===== src/rtl/adc_capture_pkg.sv =====
// Package: shared types for the serial ADC capture interface.
// Assumes: nothing beyond the synthesizable subset.
package adc_capture_pkg;

    // Readout sequencer states
    typedef enum logic [1:0] {
        SEQ_IDLE  = 2'd0,
        SEQ_START = 2'd1,
        SEQ_SHIFT = 2'd2,
        SEQ_LOAD  = 2'd3
    } seq_state_t;

endpackage


===== src/rtl/adc_capture_seq.sv =====
// Module: adc_capture_seq
// Readout sequencer. It accepts a completion strobe when idle, spends one
// start cycle, then DW shift cycles, then one load cycle, and registers the
// interrupt pulse so that it shows in the cycle after the load edge.
// Assumes: conv_done is synchronous to clk.
module adc_capture_seq
    import adc_capture_pkg::*;
#(
    parameter int DW = 16
) (
    input  logic clk,
    input  logic rst_n,
    input  logic conv_done,
    output logic shift_en,
    output logic load_en,
    output logic busy,
    output logic irq
);

    localparam int CNT_W = (DW > 1) ? $clog2(DW) : 1;
    localparam logic [CNT_W-1:0] LAST_BIT = CNT_W'(DW - 1);

    seq_state_t       state_q;
    seq_state_t       state_d;
    logic [CNT_W-1:0] bit_cnt_q;

    // Next-state decode
    always_comb begin
        state_d = state_q;
        case (state_q)
            SEQ_IDLE:  if (conv_done) state_d = SEQ_START;
            SEQ_START: state_d = SEQ_SHIFT;
            SEQ_SHIFT: if (bit_cnt_q == LAST_BIT) state_d = SEQ_LOAD;
            SEQ_LOAD:  state_d = SEQ_IDLE;
            default:   state_d = SEQ_IDLE;
        endcase
    end

    // State register
    always_ff @(posedge clk) begin
        if (!rst_n) begin
            state_q <= SEQ_IDLE;
        end else begin
            state_q <= state_d;
        end
    end

    // Shift bit counter, cleared outside the shift phase
    always_ff @(posedge clk) begin
        if (!rst_n) begin
            bit_cnt_q <= '0;
        end else if (state_q == SEQ_SHIFT) begin
            bit_cnt_q <= bit_cnt_q + 1'b1;
        end else begin
            bit_cnt_q <= '0;
        end
    end

    // Interrupt pulse registered off the load cycle
    always_ff @(posedge clk) begin
        if (!rst_n) begin
            irq <= 1'b0;
        end else begin
            irq <= (state_q == SEQ_LOAD);
        end
    end

    // Strobes to the lanes
    always_comb begin
        shift_en = (state_q == SEQ_SHIFT);
        load_en  = (state_q == SEQ_LOAD);
        busy     = (state_q != SEQ_IDLE);
    end

endmodule


===== src/rtl/adc_capture_lane.sv =====
// Module: adc_capture_lane
// One converter lane: a serial-in shift register, MSB first, and a holding
// buffer loaded from it in one cycle.
// Assumes: shift_en and load_en are never high in the same cycle.
module adc_capture_lane #(
    parameter int DW = 16
) (
    input  logic          clk,
    input  logic          rst_n,
    input  logic          shift_en,
    input  logic          load_en,
    input  logic          sdi,
    output logic [DW-1:0] held
);

    logic [DW-1:0] shreg_q;

    // Serial-to-parallel shift, first bit ends up in the MSB
    always_ff @(posedge clk) begin
        if (!rst_n) begin
            shreg_q <= '0;
        end else if (shift_en) begin
            shreg_q <= {shreg_q[DW-2:0], sdi};
        end
    end

    // Holding buffer, updated only on the load strobe
    always_ff @(posedge clk) begin
        if (!rst_n) begin
            held <= '0;
        end else if (load_en) begin
            held <= shreg_q;
        end
    end

endmodule


===== src/rtl/adc_capture_rdmux.sv =====
// Module: adc_capture_rdmux
// Combinational host read selector over the lane holding buffers.
// Assumes: sel never exceeds NCH-1 for a non-power-of-two lane count.
module adc_capture_rdmux #(
    parameter int NCH = 4,
    parameter int DW  = 16,
    parameter int AW  = 2
) (
    input  logic [NCH-1:0][DW-1:0] words,
    input  logic [AW-1:0]          sel,
    output logic [DW-1:0]          dout
);

    // Select one lane, zero for an out-of-range address
    always_comb begin
        dout = '0;
        for (int i = 0; i < NCH; i++) begin
            if (sel == AW'(i)) dout = words[i];
        end
    end

endmodule


===== src/rtl/adc_capture_if.sv =====
// Module: adc_capture_if (top)
// Four-lane capture of synchronously sampled serial SAR results with
// double buffering, a load interrupt and a combinational host read port.
// Assumes: all inputs synchronous to clk; the converters present the next
// bit after each cycle in which sclk_en is high.
module adc_capture_if #(
    parameter int NCH = 4,
    parameter int DW  = 16,
    parameter int AW  = (NCH > 1) ? $clog2(NCH) : 1
) (
    input  logic           clk,
    input  logic           rst_n,
    input  logic           conv_done,
    input  logic [NCH-1:0] sdata,
    output logic           sclk_en,
    output logic           irq,
    input  logic [AW-1:0]  rd_addr,
    output logic [DW-1:0]  rd_data
);

    logic                   shift_en;
    logic                   load_en;
    logic                   seq_busy;
    logic [NCH-1:0][DW-1:0] held_words;

    adc_capture_seq #(.DW(DW)) u_seq (
        .clk       (clk),
        .rst_n     (rst_n),
        .conv_done (conv_done),
        .shift_en  (shift_en),
        .load_en   (load_en),
        .busy      (seq_busy),
        .irq       (irq)
    );

    for (genvar g = 0; g < NCH; g++) begin : g_lane
        adc_capture_lane #(.DW(DW)) u_lane (
            .clk      (clk),
            .rst_n    (rst_n),
            .shift_en (shift_en),
            .load_en  (load_en),
            .sdi      (sdata[g]),
            .held     (held_words[g])
        );
    end

    adc_capture_rdmux #(.NCH(NCH), .DW(DW), .AW(AW)) u_rdmux (
        .words (held_words),
        .sel   (rd_addr),
        .dout  (rd_data)
    );

    // Serial clock enable toward the converters
    always_comb sclk_en = shift_en;

endmodule


===== config.mk =====
export PLATFORM = sky130hd
export DESIGN_NAME = adc_capture_if
export DESIGN_NICKNAME = d
export VERILOG_FILES = /design/src/rtl/adc_capture_pkg.sv /design/src/rtl/adc_capture_seq.sv /design/src/rtl/adc_capture_lane.sv /design/src/rtl/adc_capture_rdmux.sv /design/src/rtl/adc_capture_if.sv
export SDC_FILE = /design/constraint.sdc
export NUM_CORES = 1
export LEC_CHECK = 0
export ABC_CLOCK_PERIOD_IN_PS = 2800
export BUFFER_PORTS_ARGS = -buffer_cell sky130_fd_sc_hd__buf_2
export CORE_MARGIN = 2
export CORE_UTILIZATION = 35
export CTS_CLUSTER_SIZE = 25
export DETAILED_ROUTE_END_ITERATION = 12
export PLACE_DENSITY = 0.49
export SETUP_SLACK_MARGIN = 0.5
export SLEW_MARGIN = 40
export SYNTH_ARGS = -nofsm -noshare
export SYNTH_HDL_FRONTEND = slang
export SYNTH_HIERARCHICAL = 1
export SYNTH_SLANG_ARGS = --single-unit

===== constraint.sdc =====
create_clock -name clk -period 2.8 [get_ports clk]
set_input_delay 0.28 -clock clk [delete_from_list [all_inputs] [get_ports clk]]
set_output_delay 0.28 -clock clk [all_outputs]
set_load 0.05 [all_outputs]

After elaboration in Yosys (flattened, before gate mapping)
Index checks and enable logic that the tools add are counted.
W data, S select, Z words.

storage, ports and cells
  register bits after elaboration = 135
  input bits = 9
  output and inout port bits = 18
  word-level logic and storage cells = 32

cells by class
  add/subtract/negate cells = 1
  equal/unequal tests = 9
  mux-type cells = 7
  reductions and logical operators = 4

operators by type and width
  kind                   number
  $mux W16               4
  $eq A2 B2 Y1 const B   4
  $pmux W2 S4            1
  $add A4 B1 Y4 const B  1
  $eq A2 B1 Y1 const B   2
  $eq A4 B4 Y1 const B   1
  $logic_not A2 Y1       2
  $mux W2                2
  $reduce_and A2 Y1      2
  $ne A2 B1 Y1 const B   1
  $ne A2 B2 Y1 const B   1

Longest topological paths before layout
Gate-level depths: netlist of the first run.

  depth in word-level cells = 5
  gate-level depth with buffers = 6

Hierarchy
Netlist of the first run, hierarchy kept.

modules (own cells, without submodules)
  module             instances  cells each  area each (µm²)  sequential area each (µm²)
  adc_capture_lane   4          103         1234.9           640.6
  adc_capture_rdmux  1          20          424.2            0.0
  adc_capture_seq    1          29          300.3            140.1

Worst setup path before layout of the first run
Ideal clock, no wire load.

  kind = flip-flop to flip-flop
  from = reg u_seq.state_q[0]
  to = reg g_lane[0].u_lane.shreg_q[10]
  setup time = 0.116 ns
  arrival = 1.617 ns
  required time = 2.684 ns
  path slack = 1.067 ns
  cell stages (with the launch flop) = 7
  clock period less this slack = 1.733 ns
  cells stage by stage = dfxtp_1 inv_1 ha_1 buf_6 buf_12 mux2i_1 nor2b_1

on the way
  cells in the longest elaborated chain, start to end = 1

RTL lines
  item                      RTL line                RTL
  start: declaration        adc_capture_seq.sv:23   seq_state_t state_q;
  start signal: assignment  adc_capture_seq.sv:44   state_q <= state_d;
  $eq A2 B2 Y1              adc_capture_seq.sv:70   shift_en = (state_q == SEQ_SHIFT);
  named net sclk_en         adc_capture_if.sv:15    output logic sclk_en,
  end signal: assignment    adc_capture_lane.sv:23  shreg_q <= {shreg_q[DW-2:0], sdi};
  end: declaration          adc_capture_lane.sv:16  logic [DW-1:0] shreg_q;

The timed path passes the listed nets, and every way through them passes these cells.
A chain may end at the register's enable or synchronous reset.

Worst setup path in the final report of the first run
  from = reg u_seq.state_q[0]
  to = out sclk_en

on the way
  cells in the longest elaborated chain, start to end = 1

RTL lines
  item              RTL line
  $eq A2 B2 Y1      adc_capture_seq.sv:70
  end: declaration  adc_capture_if.sv:15

No other way between the ends.

==> results of run 1 <==
==> final cells by class <==
| type | count | share of cell area |
|---|---|---|
| multi-input combinational | 291 | 0.403 |
| clock inverter | 13 | 0.0416 |
| timing repair buffer | 31 | 0.0313 |
| sequential | 135 | 0.412 |
| tap | 216 | 0.0412 |
| inverter | 3 | 0.00172 |
| clock buffer | 19 | 0.0691 |
==> state kept, by name, indices dropped and copies added (netlist names) <==
signal                 flops
u_seq/bit_cnt_q            4
g_lane.u_lane/held        64
g_lane.u_lane/shreg_q     64
u_seq/irq                  1
u_seq/state_q              2
==> critical path, stage by stage, from the launching register on <==
cell and delay [ps]:
dfxtp_1 350, inv_1 130, ha_4 550, buf_2 380
==> cells in the mapped netlist, drive strengths merged <==
| master | number | share of area |
|---|---|---|
| xor2 | 1 | 0.0015 |
| clkbuf | 12 | 0.0080 |
| buf | 20 | 0.051 |
| nand3 | 2 | 0.0018 |
| and3 | 1 | 0.0011 |
| nor2 | 3 | 0.0020 |
| ha | 4 | 0.0088 |
| xnor2 | 1 | 0.0015 |
| dfxtp | 135 | 0.48 |
| inv | 3 | 0.0020 |
| and2 | 1 | 0.0011 |
| mux2i | 129 | 0.23 |
| o221a | 1 | 0.0020 |
| nand2 | 3 | 0.0020 |
| nor2b | 128 | 0.14 |
| mux4 | 16 | 0.068 |
| a2bb2oi | 1 | 0.0026 |
==> worst max path at each step <==
stage	cells past startpoint	end	slack [ps]	from
after floorplan	6	g_lane[0].u_lane/shreg_q[10]	1070	u_seq/state_q[0]
final	3	sclk_en	670	u_seq/state_q[0]
after detailed placement	3	rd_data[12]	920	rd_addr[0]
after CTS	3	sclk_en	620	u_seq/state_q[0]
after global placement	3	rd_data[12]	940	rd_addr[0]
after global routing	2	sclk_en	560	u_seq/state_q[1]
==> power groups by stage <==
stage          clock [W]  combinational [W]  sequential, W
2_1_floorplan          0           0.000818        0.00202
3_3_place_gp           0           0.000795        0.00203
6_report         0.00272           0.000784        0.00199
4_1_cts          0.00278           0.000802        0.00199
5_1_grt          0.00286           0.000838        0.00200
3_5_place_dp           0           0.000805        0.00204
==> routing by layer <==
layer  GRT usage  vias up  share of wire
met4      0.0507        0          0.016
met5           0        -              0
met1       0.171     1538           0.50
met2       0.206       20           0.46
li1            -     1607              -
met3      0.0313       16          0.019
==> per-stage QoR <==
stage               utilization  cell area (sq um)  setup WS [ps]  power (W)  instances
finish                    0.414               6550            675    0.00550        708
CTS                       0.414               6550            622    0.00558        708
detailed placement        0.368               5830            916    0.00284        676
global placement          0.368               5830            936    0.00283        676
floorplan                     -               5660           1070    0.00284        461
global route              0.414               6550            562    0.00570        708
==> cell families after synthesis <==
| group | share of synthesized area |
|---|---|
| adder cells (fa/ha/maj) | 0.00884 |
| multiplexers | 0.296 |
| flip-flops | 0.477 |
| AND/OR/NAND/NOR | 0.149 |
| XOR/XNOR | 0.00309 |
| AO/OA/AOI/OAI | 0.00464 |
| buffers and inverters | 0.0614 |
==> results.json, run 1 <==
{
  "status": "complete, no violations",
  "drive_gt1_frac": 0.157,
  "overflow": 0,
  "crit_required_ps": 2520,
  "first_pass_iters": 4,
  "vias_per_cell": 4.49,
  "hold_buffers": 0,
  "drt_wl_total_microns": 10700,
  "clock_latency_ps": 410,
  "yosysSeqAreaShare": 0.477,
  "relSlewSlack": 0.593,
  "start_util": 0.358,
  "clk_pin_slew_ps": 60,
  "yosys_register_bits": 135,
  "first_global_vias": 3273,
  "antenna_found_initial": 0,
  "grt_pass1_wl_microns": 17700,
  "routedWlPerCell_microns": 15.1,
  "p_sw_w": 0.00129,
  "clkPwrFrac": 0.495,
  "p_leak_nw": 2.16,
  "tightest_slew_ps": 611,
  "fmax_mhz": 471,
  "maxSlewViolCount": 0,
  "multi_input_area_sq_mm": 0.00264,
  "port_buffers": 26,
  "holdCritStartpoint": "sdata[1]",
  "grt_max_degree": 74,
  "final_common_cell": "dfxtp_1",
  "nets": 492,
  "cts_resized": 0,
  "crit_fanout": 33,
  "whs_endpoint": "g_lane[1].u_lane/shreg_q[0]",
  "syn_inst": 461,
  "ios": 27,
  "r2r_end": "g_lane[2].u_lane/shreg_q[12]",
  "cts_setup_buffers": 0,
  "end_kind": "primary output",
  "diodes": 0,
  "num_vias": 3181,
  "setup_tns_ps": 0,
  "seqCellArea_sq_mm": 0.00270,
  "die_h_microns": 131,
  "r2r_start": "u_seq/state_q[0]",
  "fin_skew_ps": 7.68,
  "syn-num-nets": 474,
  "dpl.hpwl_microns": 6800,
  "area_delta_synth_final_pct": 15.7,
  "row_count": 46,
  "yosys_warnings": 6,
  "cts_buffers": 17,
  "final_cell_mix": "dfxtp_1 (135), mux2i_1 (129), nor2b_1 (128)",
  "gp_congestion": 0.704,
  "rr_worst_depth": 5,
  "whs_ps": 120,
  "cts.sinks": 135,
  "max-cap-violations": 0,
  "ir_drop_mv": 0.443,
  "postRouteAntennaNets": 0,
  "path_class": "reg -> out",
  "cts_root_buf": "clkbuf_16",
  "fp.dieW_microns": 131,
  "final.fill_count": 1515,
  "cts-htree-levels": 4,
  "r2r_slack_ps": 960,
  "arrival_ps": 1850,
  "p_int_w": 0.00421,
  "rsz0062_at_grt": "no",
  "synth.avg_cell_area_sq_um": 12.3,
  "first_iter_violations": 107,
  "finalCritPeriodShare": 0.759,
  "combPwrFrac": 0.143,
  "hold_path_depth": 3,
  "cts_buffer_depth": 2,
  "cts_tree": "yes",
  "grt_usage": 0.130,
  "drc": 0,
  "finalSetupViolations": 0,
  "fin_crit_ps": 2130,
  "holdCritPathClass": "in -> reg",
  "yosys.cell_types.count": 20,
  "hold_viol": 0,
  "p_per_area_mw_per_mm2": 839,
  "start_kind": "flop",
  "dieArea_sq_mm": 0.0172,
  "seqPwrFrac": 0.363,
  "swShare": 0.234,
  "core-area_sq_mm": 0.0158,
  "syn_area_sq_mm": 0.00566
}
Note: power is estimated with default switching activity, not from simulation.
==> run 2: changes to the inputs <==
ABC_CLOCK_PERIOD_IN_PS = 1950   (was 2800)
PLACE_DENSITY = 0.51   (was 0.49)
clock period = 1.95 ns   (was 2.8 ns; I/O delays follow)
==> results.json, run 2 (same netlist as run 1, synthesis figures left out) <==
{
  "status": "complete, no violations",
  "max-cap-violations": 0,
  "start_kind": "flop",
  "dpl.hpwl_microns": 6640,
  "overflow": 0,
  "cp-endpoint": "rd_data[12]",
  "gp_congestion": 0.732,
  "area_delta_synth_final_pct": 21.1,
  "clock_latency_ps": 420,
  "multi_input_area_sq_mm": 0.00263,
  "largest_registers": "g_lane.u_lane/held x64, g_lane.u_lane/shreg_q x64, u_seq/bit_cnt_q x4",
  "ios": 27,
  "first_iter_violations": 168,
  "combPwrFrac": 0.167,
  "fmax_mhz": 616,
  "rsz0062_at_grt": "yes",
  "tightest_slew_ps": 468,
  "startpoint": "g_lane[3].u_lane/held[12]",
  "crit_fanout": 2,
  "r2r_end": "g_lane[3].u_lane/shreg_q[15]",
  "ir_drop_mv": 0.613,
  "crit_required_ps": 1750,
  "vias_per_cell": 4.47,
  "whs_ps": 36.2,
  "placed_area_sq_mm": 0.00590,
  "clk_pin_slew_ps": 60,
  "path_class": "reg -> out",
  "p_leak_nw": 2.23,
  "maxSlewViolCount": 0,
  "grt_usage": 0.132,
  "port_buffers": 26,
  "postRouteAntennaNets": 0,
  "dieArea_sq_mm": 0.0172,
  "finalCritPeriodShare": 0.833,
  "first_pass_iters": 4,
  "drc": 0,
  "fin_crit_ps": 1620,
  "num_vias": 3220,
  "seqCellArea_sq_mm": 0.00272,
  "core-area_sq_mm": 0.0158,
  "swShare": 0.234,
  "grt_max_degree": 135,
  "antenna_found_initial": 0,
  "r2r_slack_ps": 580,
  "p_int_w": 0.00623,
  "cts-htree-levels": 4,
  "first_global_vias": 3168,
  "row_count": 46,
  "drt_wl_total_microns": 10700,
  "routedWlPerCell_microns": 14.9,
  "finalSetupViolations": 0,
  "end_kind": "primary output",
  "cts_buffers": 17,
  "hold_buffers": 0,
  "p_per_area_mw_per_mm2": 1190,
  "r2r_start": "u_seq/state_q[0]",
  "hold_viol": 0,
  "rr_worst_depth": 6,
  "fin_util": 0.434,
  "holdCritPathClass": "in -> reg",
  "arrival_ps": 1430,
  "die_h_microns": 131,
  "relSlewSlack": 0.688,
  "nets": 505,
  "fp.dieW_microns": 131,
  "cts_tree": "yes",
  "grt_pass1_wl_microns": 17700,
  "final_cell_mix": "mux2i_1 (128), nor2b_1 (128), dfxtp_1 (123)",
  "fin_skew_ps": 6.47,
  "drive_gt1_frac": 0.216,
  "start_util": 0.358,
  "final.fill_count": 1489,
  "cts_buffer_depth": 2,
  "clkPwrFrac": 0.480,
  "setup_tns_ps": 0,
  "p_sw_w": 0.00191,
  "diodes": 0,
  "cts_root_buf": "clkbuf_16",
  "cts.sinks": 135,
  "seqPwrFrac": 0.353,
  "fin_area_sq_mm": 0.00686
}
run 2: cell count changes in the layout (fill, tap and decap cells not counted), moves of 11 or more:
cell     delta
buf_2      -17
buf_6      +14
dfxtp_1    -12
dfxtp_2    +11
run 2: final cells by class:
cell class / instances / share of cell area
well taps: 216 / 0.0394
clock buffers: 20 / 0.0666
inverters: 3 / 0.00164
clock inverters: 12 / 0.0392
multi-input cells: 291 / 0.383
flip-flops and latches: 135 / 0.396
repair buffers: 44 / 0.0737
run 2: worst min-delay path by stage:
stage,depth (start not counted),start,endpoint
after floorplan,1,rst_n,u_seq/irq
after global placement,1,u_seq/bit_cnt_q[0],u_seq/bit_cnt_q[0]
after detailed placement,1,u_seq/bit_cnt_q[0],u_seq/bit_cnt_q[0]
after CTS,3,sdata[0],g_lane[0].u_lane/shreg_q[0]
after global routing,3,sdata[0],g_lane[0].u_lane/shreg_q[0]
final,3,sdata[0],g_lane[0].u_lane/shreg_q[0]
run 2: critical path, stage by stage, from the launching register on:
cell and delay [ps]:
dfxtp_1 320, mux4_2 510, buf_6 180
run 2: power groups by stage:
| stage | Combinational, W | Sequential, W | Clock (W) |
|---|---|---|---|
| after detailed placement | 0.00123 | 0.00293 | 0 |
| after global routing | 0.00145 | 0.00288 | 0.00412 |
| after global placement | 0.00122 | 0.00292 | 0 |
| final | 0.00136 | 0.00287 | 0.00391 |
| after CTS | 0.00135 | 0.00287 | 0.00398 |
| after floorplan | 0.00119 | 0.00291 | 0 |
run 2: repair_timing:
action,CTS,global route
pin swaps,1,0
buffers inserted,6,3
endpoints found under the setup margin,74,51
gates cloned,1,0
gates resized for setup,45,19
run 2: per-stage QoR:
| stage | setup WS [ps] | power, W | cells |
|---|---|---|---|
| 2_1_floorplan | 592 | 0.00410 | 461 |
| 3_3_place_gp | 484 | 0.00414 | 679 |
| 3_5_place_dp | 460 | 0.00416 | 679 |
| 4_1_cts | 300 | 0.00820 | 718 |
| 5_1_grt | 293 | 0.00845 | 721 |
| 6_report | 326 | 0.00814 | 721 |
run 2: metal layers:
metal | global-route usage | routed length, microns | vias up
li1 | - | - | 1649
met1 | 0.175 | 5330 | 1528
met2 | 0.203 | 4980 | 35
met3 | 0.0394 | 274 | 8
met4 | 0.0489 | 126 | 0
met5 | 0 | 0 | -
==> run 3: changes to the inputs <==
ABC_CLOCK_PERIOD_IN_PS = 1500   (was 1950)
PLACE_DENSITY = 0.49   (was 0.51)
clock period = 1.5 ns   (was 1.95 ns; I/O delays follow)
==> results.json, run 3 (same netlist as run 1, synthesis figures left out) <==
{
  "cts_buffers": 17,
  "cts_root_buf": "clkbuf_16",
  "gp_congestion": 0.711,
  "vias_per_cell": 4.52,
  "path_class": "reg -> out",
  "holdCritPathClass": "in -> reg",
  "grt_max_degree": 135,
  "cts-htree-levels": 4,
  "start_util": 0.358,
  "final_cell_mix": "nor2b_1 (128), dfxtp_1 (126), mux2i_1 (125)",
  "drive_gt1_frac": 0.282,
  "p_leak_nw": 2.56,
  "start_kind": "flop",
  "fp.dieW_microns": 131,
  "setup_ws_ps": -77.2,
  "hold_viol": 0,
  "num_vias": 3459,
  "r2r_end": "g_lane[1].u_lane/held[2]",
  "whs_endpoint": "u_seq/state_q[1]",
  "tightest_slew_ps": 471,
  "fin_cells": 766,
  "r2r_slack_ps": 10,
  "route.met3.wl_microns": 272,
  "end_kind": "primary output",
  "cts_buffer_depth": 2,
  "cts_tree": "yes",
  "diodes": 0,
  "fin_skew_ps": 5.75,
  "drt_wl_total_microns": 12700,
  "die_h_microns": 131,
  "rr_worst_depth": 7,
  "antenna_found_initial": 0,
  "routedWlPerCell_microns": 16.5,
  "rsz0062_at_grt": "yes",
  "drc": 0,
  "p_per_area_mw_per_mm2": 1500,
  "finalCritPeriodShare": 1.05,
  "postRouteAntennaNets": 0,
  "power_w": 0.0115,
  "finalSetupViolations": 16,
  "overflow": 0,
  "hold_path_depth": 3,
  "port_buffers": 26,
  "max_stage_delay_ps": 510,
  "area_delta_synth_final_pct": 35.1,
  "wl_met1_microns": 5790,
  "dpl.hpwl_microns": 6570,
  "crit_required_ps": 1350,
  "core-area_sq_mm": 0.0158,
  "holdCritStartpoint": "conv_done",
  "first_pass_iters": 4,
  "grt_usage": 0.154,
  "dp.cells": 679,
  "ios": 27,
  "clock_latency_ps": 410,
  "fmax_mhz": 634,
  "max-cap-violations": 0,
  "nets": 553,
  "final_common_cell": "nor2b_1",
  "first_global_vias": 3438,
  "largest_registers": "g_lane.u_lane/held x64, g_lane.u_lane/shreg_q x64, u_seq/bit_cnt_q x4",
  "arrival_ps": 1430,
  "met2_length_microns": 6420,
  "fin_crit_ps": 1580,
  "first_iter_violations": 141,
  "crit_fanout": 2,
  "failed_checks": "negative setup slack",
  "grt_pass1_wl_microns": 20100,
  "maxSlewViolCount": 0,
  "dieArea_sq_mm": 0.0172,
  "crit_chain": "mux4_2 > buf_6",
  "clk_pin_slew_ps": 50,
  "top_layer": "met4",
  "relSlewSlack": 0.686,
  "status": "finished, violations left",
  "crit_slowest_cell": "mux4_2",
  "r2r_start": "u_seq/state_q[0]",
  "cts.sinks": 135,
  "row_count": 46,
  "ir_drop_mv": 0.903
}
==> run 3: where the power goes <==
| part | switching (W) | internal, W | leakage, nW |
|---|---|---|---|
| logic | 0.00139 | 0.00228 | 1.19 |
| registers | 0.0000764 | 0.00367 | 1.09 |
| clock network | 0.00144 | 0.00264 | 0.282 |
==> run 3: area by class of cell <==
cell class	instances	area (sq um)
fillers	1384	8180
flip-flops and latches	135	2720
multi-input cells	291	2700
repair buffers	92	1370
clock buffers	26	509
well taps	216	270
clock inverters	3	65.1
inverters	3	13.8
==> run 3: worst max-delay path, delay by kind of cell (launching register included) <==
family	cells	cell delay (ps)
flops	1	320
buf+inv	1	180
mux	1	510
==> run 3: how the worst max path moves through the flow <==
stage	from	to	slack, ps	cells past startpoint
final	g_lane[2].u_lane/held[12]	rd_data[12]	-80	2
after global routing	g_lane[2].u_lane/held[12]	rd_data[12]	-120	2
after CTS	g_lane[3].u_lane/held[5]	rd_data[5]	-100	2
after detailed placement	rd_addr[0]	rd_data[12]	90	4
after global placement	rd_addr[0]	rd_data[4]	100	4
after floorplan	u_seq/state_q[0]	g_lane[0].u_lane/shreg_q[10]	200	6
==> run 3: repair_timing <==
item / CTS / global route
setup buffers: 23 / 16
gates cloned: 15 / 0
pin swaps: 4 / 1
hold buffers: 4 / 0
resized for setup: 91 / 32
hold endpoints to repair: 4 / 0
endpoints found under the setup margin: 151 / 153
==> run 3: metrics by stage <==
step                      utilization  TNS, ps  hold WS (ps)  setup WS (ps)  instance area, sq um
after floorplan                     -        0           272            196                  5670
after CTS                       0.468    -1060           109          -97.9                  7410
after detailed placement        0.372        0           414           93.8                  5890
final                           0.483     -689           129          -77.2                  7650
after global routing            0.483    -1510           134           -119                  7650
after global placement          0.372        0           409            104                  5890
==> run 3: metal layers <==
layer	up-vias	global-route usage
met5	-	0
met4	0	0.0652
met3	15	0.0336
met2	32	0.256
met1	1677	0.193
li1	1735	-
